<file path="config.mk">
export PLATFORM = sky130hd
export DESIGN_NAME = pd_tx_sequencer
export DESIGN_NICKNAME = d
export VERILOG_FILES = /design/src/rtl/pd_tx_pkg.sv /design/src/rtl/pd_tx_flags.sv /design/src/rtl/pd_tx_payload.sv /design/src/rtl/pd_tx_fsm.sv /design/src/rtl/pd_tx_sequencer.sv
export SDC_FILE = /design/constraint.sdc
export NUM_CORES = 1
export LEC_CHECK = 0
export BUFFER_PORTS_ARGS = -buffer_cell sky130_fd_sc_hd__buf_2
export CORE_ASPECT_RATIO = 1.25
export CORE_UTILIZATION = 48
export DETAILED_ROUTE_END_ITERATION = 8
export GPL_TIMING_DRIVEN = 0
export PLACE_DENSITY_LB_ADDON = 0.3
export SYNTH_ARGS = -nofsm -noshare
export SYNTH_HDL_FRONTEND = slang
export SYNTH_SLANG_ARGS = --single-unit
</file>
<file path="constraint.sdc">
create_clock -name clk -period 2.2 [get_ports clk]
set_input_delay 0.11 -clock clk [delete_from_list [all_inputs] [get_ports clk]]
set_output_delay 0.11 -clock clk [all_outputs]
set_load 0.01 [all_outputs]
</file>
<file path="src/rtl/pd_tx_pkg.sv">
package pd_tx_pkg;

    typedef enum logic [2:0] {
        ST_IDLE     = 3'd0,
        ST_WAITIDLE = 3'd1,
        ST_ORDSET   = 3'd2,
        ST_DATA     = 3'd3,
        ST_EOP      = 3'd4,
        ST_CRST     = 3'd5,
        ST_HRST     = 3'd6,
        ST_BIST     = 3'd7
    } state_e;

    localparam logic [2:0] K_ORDSET = 3'd0;
    localparam logic [2:0] K_DATA   = 3'd1;
    localparam logic [2:0] K_EOP    = 3'd2;
    localparam logic [2:0] K_HRST   = 3'd3;
    localparam logic [2:0] K_CRST   = 3'd4;
    localparam logic [2:0] K_BIST   = 3'd5;

    localparam logic [1:0] MODE_PKT  = 2'd0;
    localparam logic [1:0] MODE_CRST = 2'd1;
    localparam logic [1:0] MODE_BIST = 2'd2;

    localparam int NFLAG  = 6;
    localparam int F_DISC = 0;
    localparam int F_SENT = 1;
    localparam int F_ABT  = 2;
    localparam int F_HDSC = 3;
    localparam int F_HSNT = 4;
    localparam int F_UND  = 5;

endpackage

</file>
<file path="src/rtl/pd_tx_flags.sv">
module pd_tx_flags #(
    parameter int N = 6
) (
    input  logic         clk,
    input  logic         rst_n,
    input  logic         en,
    input  logic [N-1:0] set,
    input  logic [N-1:0] clr,
    output logic [N-1:0] flags
);
    logic [N-1:0] flags_d, flags_q;

    always_comb begin
        flags_d = en ? ((flags_q & ~clr) | set) : '0;
    end

    always_ff @(posedge clk or negedge rst_n) begin
        if (!rst_n) flags_q <= '0;
        else        flags_q <= flags_d;
    end

    assign flags = flags_q;

    for (genvar i = 0; i < N; i++) begin : g_chk
        p_clear_r11: assert property (@(posedge clk) disable iff (!rst_n)
            (en && clr[i] && !set[i]) |=> !flags_q[i]);
        p_set_wins_r11: assert property (@(posedge clk) disable iff (!rst_n)
            (en && set[i]) |=> flags_q[i]);
        p_off_clears_r10: assert property (@(posedge clk) disable iff (!rst_n)
            !en |=> !flags_q[i]);
    end
endmodule

</file>
<file path="src/rtl/pd_tx_payload.sv">
module pd_tx_payload #(
    parameter int CNT_W  = 10,
    parameter int BYTE_W = 8
) (
    input  logic              clk,
    input  logic              rst_n,
    input  logic              en,
    input  logic              size_wr,
    input  logic [CNT_W-1:0]  size_val,
    input  logic              data_wr,
    input  logic [BYTE_W-1:0] data_val,
    input  logic              in_msg,
    input  logic              take,
    input  logic              flush,
    output logic [CNT_W-1:0]  cnt,
    output logic              cnt_zero,
    output logic              buf_full,
    output logic [BYTE_W-1:0] buf_byte,
    output logic              txreq,
    output logic              wr_ok
);
    typedef struct packed {
        logic [CNT_W-1:0]  cnt;
        logic              full;
        logic [BYTE_W-1:0] byte_v;
        logic              txreq;
    } pay_s;

    pay_s r_d, r_q;

    assign wr_ok = data_wr && !r_q.full && (r_q.cnt != '0);

    always_comb begin
        r_d = r_q;
        if (size_wr && !in_msg) r_d.cnt = size_val;
        if (take) r_d.full = 1'b0;
        if (wr_ok) begin
            r_d.full   = 1'b1;
            r_d.byte_v = data_val;
            r_d.cnt    = r_q.cnt - 1'b1;
        end
        if (flush) begin
            r_d.cnt  = '0;
            r_d.full = 1'b0;
        end
        r_d.txreq = in_msg && !r_d.full && (r_d.cnt != '0);
        if (!en) r_d = '0;
    end

    always_ff @(posedge clk or negedge rst_n) begin
        if (!rst_n) r_q <= '0;
        else        r_q <= r_d;
    end

    assign cnt      = r_q.cnt;
    assign cnt_zero = (r_q.cnt == '0);
    assign buf_full = r_q.full;
    assign buf_byte = r_q.byte_v;
    assign txreq    = r_q.txreq;

    p_count_step_r3: assert property (@(posedge clk) disable iff (!rst_n)
        (en && wr_ok && !flush) |=> (r_q.cnt == $past(r_q.cnt) - 1'b1));
    p_full_ignores_r3: assert property (@(posedge clk) disable iff (!rst_n)
        (en && data_wr && r_q.full && !take && !flush) |=> $stable(r_q.byte_v));
    p_write_drops_req_r4: assert property (@(posedge clk) disable iff (!rst_n)
        (en && wr_ok) |=> !r_q.txreq);
endmodule

</file>
<file path="src/rtl/pd_tx_fsm.sv">
module pd_tx_fsm
    import pd_tx_pkg::*;
#(
    parameter int ORD_W  = 20,
    parameter int BYTE_W = 8
) (
    input  logic              clk,
    input  logic              rst_n,
    input  logic              en,
    input  logic              send_req,
    input  logic              hrst_req,
    input  logic [1:0]        mode,
    input  logic [ORD_W-1:0]  ordset,
    input  logic              rx_busy,
    input  logic              line_noisy,
    input  logic              line_idle,
    input  logic              ser_ready,
    input  logic              cnt_zero,
    input  logic              buf_full,
    input  logic [BYTE_W-1:0] buf_byte,
    input  logic              wr_ok,
    output logic              send_pend,
    output logic              hrst_pend,
    output logic              in_msg,
    output logic              take,
    output logic              flush,
    output logic [NFLAG-1:0]  flag_set,
    output logic              ser_valid,
    output logic [2:0]        ser_kind,
    output logic [ORD_W-1:0]  ser_data
);
    typedef struct packed {
        state_e st;
        logic   send;
        logic   hrst;
    } fsm_s;

    fsm_s r_d, r_q;
    logic line_bad;
    logic in_frame;

    assign line_bad = rx_busy || line_noisy;
    assign in_frame = (r_q.st == ST_ORDSET) || (r_q.st == ST_DATA) ||
                      (r_q.st == ST_EOP) || (r_q.st == ST_CRST);

    always_comb begin
        r_d      = r_q;
        r_d.send = r_q.send | send_req;
        r_d.hrst = r_q.hrst | hrst_req;
        flag_set = '0;
        take     = 1'b0;
        flush    = 1'b0;
        case (r_q.st)
            ST_IDLE: begin
                if (r_q.hrst) begin
                    r_d.hrst = hrst_req;
                    if (line_bad) flag_set[F_HDSC] = 1'b1;
                    else          r_d.st = ST_HRST;
                end else if (r_q.send) begin
                    r_d.send = send_req;
                    if (line_bad || mode == 2'd3) r_d.st = ST_WAITIDLE;
                    else if (mode == MODE_PKT)    r_d.st = ST_ORDSET;
                    else if (mode == MODE_CRST)   r_d.st = ST_CRST;
                    else                          r_d.st = ST_BIST;
                end
            end
            ST_WAITIDLE: begin
                if (line_idle) begin
                    flag_set[F_DISC] = 1'b1;
                    r_d.st = ST_IDLE;
                end
            end
            ST_HRST: begin
                if (ser_ready) begin
                    flag_set[F_HSNT] = 1'b1;
                    r_d.st = ST_IDLE;
                end
            end
            ST_BIST: r_d.st = ST_BIST;
            default: begin
                if (r_q.hrst) begin
                    r_d.hrst = hrst_req;
                    flag_set[F_ABT] = 1'b1;
                    flush = 1'b1;
                    r_d.st = ST_HRST;
                end else begin
                    case (r_q.st)
                        ST_ORDSET: if (ser_ready)
                            r_d.st = (buf_full || !cnt_zero) ? ST_DATA : ST_EOP;
                        ST_DATA: begin
                            if (buf_full) begin
                                if (ser_ready) begin
                                    take = 1'b1;
                                    if (cnt_zero) r_d.st = ST_EOP;
                                end
                            end else if (cnt_zero) begin
                                r_d.st = ST_EOP;
                            end else if (ser_ready && !wr_ok) begin
                                flag_set[F_UND] = 1'b1;
                                flush = 1'b1;
                                r_d.st = ST_IDLE;
                            end
                        end
                        ST_EOP, ST_CRST: if (ser_ready) begin
                            flag_set[F_SENT] = 1'b1;
                            flush = 1'b1;
                            r_d.st = ST_IDLE;
                        end
                        default: r_d.st = ST_IDLE;
                    endcase
                end
            end
        endcase
        if (!en) begin
            r_d      = '0;
            flag_set = '0;
        end
    end

    always_ff @(posedge clk or negedge rst_n) begin
        if (!rst_n) r_q <= '0;
        else        r_q <= r_d;
    end

    always_comb begin
        ser_valid = 1'b0;
        ser_kind  = K_ORDSET;
        ser_data  = '0;
        case (r_q.st)
            ST_ORDSET: begin ser_valid = !r_q.hrst; ser_data = ordset; end
            ST_DATA: begin
                ser_valid = buf_full && !r_q.hrst;
                ser_kind  = K_DATA;
                ser_data  = {{(ORD_W-BYTE_W){1'b0}}, buf_byte};
            end
            ST_EOP:  begin ser_valid = !r_q.hrst; ser_kind = K_EOP;  end
            ST_CRST: begin ser_valid = !r_q.hrst; ser_kind = K_CRST; end
            ST_HRST: begin ser_valid = 1'b1;      ser_kind = K_HRST; end
            ST_BIST: begin ser_valid = 1'b1;      ser_kind = K_BIST; end
            default: ser_valid = 1'b0;
        endcase
    end

    assign send_pend = r_q.send;
    assign hrst_pend = r_q.hrst;
    assign in_msg    = (r_q.st == ST_ORDSET) || (r_q.st == ST_DATA);

    p_hrst_selfclear_r2: assert property (@(posedge clk) disable iff (!rst_n)
        (en && r_q.st == ST_IDLE && r_q.hrst && !hrst_req) |=> !r_q.hrst);
    p_no_sent_on_abort_r7: assert property (@(posedge clk) disable iff (!rst_n)
        !(flag_set[F_SENT] && flag_set[F_ABT]));
    p_abort_leads_hrst_r7: assert property (@(posedge clk) disable iff (!rst_n)
        (en && in_frame && r_q.hrst) |=> (r_q.st == ST_HRST));
    p_disc_on_idle_r6: assert property (@(posedge clk) disable iff (!rst_n)
        flag_set[F_DISC] |-> line_idle);
    p_bist_holds_r9: assert property (@(posedge clk) disable iff (!rst_n)
        (en && r_q.st == ST_BIST) |=> (r_q.st == ST_BIST));
    p_off_idles_r10: assert property (@(posedge clk) disable iff (!rst_n)
        !en |=> (r_q.st == ST_IDLE && !r_q.send && !r_q.hrst));
endmodule

</file>
<file path="src/rtl/pd_tx_sequencer.sv">
module pd_tx_sequencer
    import pd_tx_pkg::*;
#(
    parameter int CNT_W  = 10,
    parameter int ORD_W  = 20,
    parameter int BYTE_W = 8
) (
    input  logic              clk,
    input  logic              rst_n,
    input  logic              en,
    input  logic [1:0]        mode,
    input  logic [ORD_W-1:0]  ordset,
    input  logic              size_wr,
    input  logic [CNT_W-1:0]  size_val,
    input  logic              data_wr,
    input  logic [BYTE_W-1:0] data_val,
    input  logic              send_req,
    input  logic              hrst_req,
    input  logic              rx_busy,
    input  logic              line_noisy,
    input  logic              line_idle,
    input  logic              ser_ready,
    output logic              ser_valid,
    output logic [2:0]        ser_kind,
    output logic [ORD_W-1:0]  ser_data,
    output logic              send_pend,
    output logic              hrst_pend,
    output logic              txreq,
    output logic [CNT_W-1:0]  pay_left,
    output logic [NFLAG-1:0]  flags,
    input  logic [NFLAG-1:0]  flag_clr
);
    logic              in_msg, take, flush, cnt_zero, buf_full, wr_ok;
    logic [BYTE_W-1:0] buf_byte;
    logic [NFLAG-1:0]  flag_set;

    pd_tx_payload #(.CNT_W(CNT_W), .BYTE_W(BYTE_W)) u_pay (
        .clk(clk), .rst_n(rst_n), .en(en),
        .size_wr(size_wr), .size_val(size_val),
        .data_wr(data_wr), .data_val(data_val),
        .in_msg(in_msg), .take(take), .flush(flush),
        .cnt(pay_left), .cnt_zero(cnt_zero), .buf_full(buf_full),
        .buf_byte(buf_byte), .txreq(txreq), .wr_ok(wr_ok)
    );

    pd_tx_fsm #(.ORD_W(ORD_W), .BYTE_W(BYTE_W)) u_fsm (
        .clk(clk), .rst_n(rst_n), .en(en),
        .send_req(send_req), .hrst_req(hrst_req), .mode(mode), .ordset(ordset),
        .rx_busy(rx_busy), .line_noisy(line_noisy), .line_idle(line_idle),
        .ser_ready(ser_ready), .cnt_zero(cnt_zero), .buf_full(buf_full),
        .buf_byte(buf_byte), .wr_ok(wr_ok),
        .send_pend(send_pend), .hrst_pend(hrst_pend), .in_msg(in_msg),
        .take(take), .flush(flush), .flag_set(flag_set),
        .ser_valid(ser_valid), .ser_kind(ser_kind), .ser_data(ser_data)
    );

    pd_tx_flags #(.N(NFLAG)) u_flags (
        .clk(clk), .rst_n(rst_n), .en(en),
        .set(flag_set), .clr(flag_clr), .flags(flags)
    );
endmodule

</file>
==> metrics <==
xor and xnor area share after synthesis 0.00771; via-per-instance ratio 5.64; proportion of synthesized chip area in sequential cells 0.342; fmax around 460 MHz; fraction of synthesized area in multiplexers 0.0441; finished layout cell area between 0.003 and 0.004 mm^2; clock buffer count from CTS 5; synthesized-area fraction occupied by ao, oa, aoi and oai cells 0.236; number of antenna cells inserted 0; logic depth of the worst setup path including buffers 8; full die area 0.00501 mm^2; simple-gate share of the synthesized area 0.298; worst slew margin relative to its limit 0.519; ordered list of cells on the worst path inv_1, ha_1, or3_1, a211o_1, a21oi_2, nor4b_2, a32oi_1, o22ai_1; worst-case setup slack after placement -0.315 ns; Peak supply drop 639 uV; count of final hold-check violations 0; sinks on the clock net 31; fin. max-slew vios 0; detailed-route via count approximately 2.6k; largest family of logic cells by synthesized area simple AND/OR/NAND/NOR gates; Max stage delay on crit path approximately 0.40 ns; startpoint kind of the worst setup timing path flip-flop; most common flop cell mapped by yosys dfrtp_1; DRC violation count after routing 0; leakage power approximately 1.5 nW; Final nets approximately 460; Critical Path Sink Type flip-flop; cell count after placement 438; root cell of the clock tree clkbuf_8; vias in the first global route around 2.4k; power density normalized to cell area between 1000 and 1500 mW/mm^2; required time of the critical path between 2 and 2.5 ns; Critical Path End u_fsm.r_q[2]$_DFFE_PN0P_; most common library cell in the layout ignoring fill and taps buf_2; cell class contributing the biggest share of worst-path delay compound AO/OA/AOI/OAI gates; CP Buf/Inv Count 1; post-CTS clock slew at the launch and capture registers of the worst setup and hold paths 0.07 ns; RSZ-0062 raised after global routing yes; Placer Congestion 0.937; post-synth top area cell dfrtp_1; fraction of layout cells with a size suffix above 1 0.358; initial cell density of the core 0.509; worst hold-check path type input pin to flip-flop; std cell rows 27; number of cells traversed by the worst hold path 2; Skew-Pair Late Insertion Delay 0.28 ns; non-filler instance count after layout approximately 460; slowest cell on the critical path dfrtp_2; number of port buffers just under 100; Setup-failing EPs final 0; share of the synthesized area in the top cell type 0.342; DRC marker count from the first detailed-route iteration 146; number of distinct library cells after synthesis 51; critical-path maximum fanout 7; Core Footprint roughly 0.0045 mm^2; area of the multi-input gates between 0.001 and 0.0015 mm^2; width of the chip approximately 64 um; arrival time at the worst endpoint 2.34 ns; Sum Neg Setup Slack 0 ns; number of nets still failing antenna checks after routing 0; Hold Slack 0.0358 ns; per-instance average area after synthesis roughly 8.1 um^2; placed wire-length estimate after detailed placement between 4 and 5 mm; worst path setup slack after routing about 0.022 ns; count of yosys warnings during synthesis 0; antenna violations before repair 0; die boundary height approximately 80 um; run status completed; overall power consumption ~3.3 mW; time the final worst path needs with I/O delays and setup between 2 and 2.5 ns; period utilisation layout 0.990; most used cells in the layout excluding fill and tap cells buf_2 (101), nand2_1 (38), nor2_1 (32); share of the core filled with cells in the final layout 0.694; worst setup path start u_fsm.r_q[3]$_DFFE_PN0P_; Register Area 779 um^2; post-synthesis cell area 0.00227 mm^2; clock tree skew after final layout 0.00796 ns; signed area change from the synthesized netlist to the final layout 36.3%; Max-Cap Viols 0; count of state elements after synthesis 31; I/O Pins 100; detail-routed net length per standard cell between 10 and 15 um; adder and majority cell fraction of the synthesized area 0.0331; number of levels the H-tree was split into 2; total congestion overflow after global routing 0; GRT Resource Usage Total 0.263; Initial DRT Pass Iterations 4; wire length of the first global-routing pass 10.5 mm; share of synthesized flip-flops with an asynchronous set or reset 1.00; clock tree from TritonCTS built; Placement Cell Area between 0.002 and 0.003 mm^2; final wirelength about 6.7 mm; deepest clock path buffer count 2; Worst-Margin Slew approximately 0.72 ns; number of nets in the synthesized netlist 344; register-to-register setup slack about 0.022 ns; depth of the worst register-to-register path 8; pin count of the biggest net entering global routing 32; Filler cells 393; Post-synth EDFFs 0; capture point of the worst reg-to-reg path u_fsm.r_q[2]$_DFFE_PN0P_; WS Path Type flip-flop to flip-flop; most area-consuming cells after synthesis dfrtp_1 (34%), nand2_1 (6.3%), nor2_1 (5.3%), mux2i_1 (4.4%), and2_1 (3.9%); Post-Syn Instances approximately 280; worst reg2reg startpoint u_fsm.r_q[3]$_DFFE_PN0P_
-- flip-flops by register name, indices dropped and copies added, names as in the netlist --
| signal | count |
|---|---|
| u_flags.flags | 6 |
| u_fsm.hrst_pend | 1 |
| u_fsm.r_q | 3 |
| u_fsm.send_pend | 1 |
| u_pay.buf_byte | 8 |
| u_pay.buf_full | 1 |
| u_pay.cnt | 10 |
| u_pay.txreq | 1 |
-- power breakdown --
| part | switching, mW | leakage (nW) | internal, mW | total, mW |
|---|---|---|---|---|
| logic | 1.12 | 1.06 | 0.840 | 1.96 |
| registers | 0.163 | 0.413 | 0.695 | 0.857 |
| clock network | 0.212 | 0.0470 | 0.245 | 0.457 |
-- area by class of cell --
type / instances / area share
Inverter: 10 / 0.0121
Multi-Input combinational cell: 229 / 0.474
Sequential cell: 31 / 0.252
Clock inverter: 1 / 0.00162
Buffer: 11 / 0.0178
Tap cell: 58 / 0.0235
Timing Repair Buffer: 112 / 0.192
Clock buffer: 6 / 0.0267
-- cell usage after synthesis (2+ instances only) --
cell type  count
a211oi_1       3
a21boi_0      10
a21oi_1       13
a221oi_2       2
a31oi_1        7
a32oi_1        4
and2_1        14
buf_2          2
clkbuf_1       7
dfrtp_1       31
ha_1           6
inv_1         10
mux2i_1       10
nand2_1       38
nand2b_1       9
nand3_1        4
nor2_1        32
nor2b_1        9
nor3_1         8
nor4_1         4
nor4b_1        2
o211ai_1       2
o21a_1         3
o21ai_0       15
o22ai_1        5
o31ai_1        2
or3_1          4
xor2_1         2
-- per-layer routing --
metal	track usage	share of wire	vias to the layer above
met1	0.298	0.40	1189
met2	0.476	0.52	115
met4	0.123	0.033	0
met5	0	0	-
li1	-	-	1249
met3	0.0445	0.052	28
-- logic make-up (layout without fill, tap and decap cells) --
family	count (synthesis)	count (layout)
buffers and inverters	21	140
XOR/XNOR	2	2
flip-flops	31	31
multiplexers	10	10
AO/OA/AOI/OAI	78	78
AND/OR/NAND/NOR	133	133
adder cells (fa/ha/maj)	6	6
-- worst min-delay path by stage --
stage / end / start
6_report: u_fsm.send_pend$_DFF_PN0_ / send_req
5_1_grt: u_fsm.send_pend$_DFF_PN0_ / send_req
4_1_cts: u_fsm.send_pend$_DFF_PN0_ / send_req
3_5_place_dp: u_pay.txreq$_DFF_PN0_ / rst_n
3_3_place_gp: u_pay.txreq$_DFF_PN0_ / rst_n
2_1_floorplan: u_flags.flags[0]$_DFF_PN0_ / rst_n
-- repair_timing --
action                                  in CTS  in global routing
gates resized for setup                      8                 11
hold buffers                                 1                  0
pin swaps                                    0                  4
endpoints found under the setup margin      15                 14
endpoints found under the hold margin       31                  0
setup buffers                                7                  6
No activity file was read; power rests on OpenSTA's default activity.
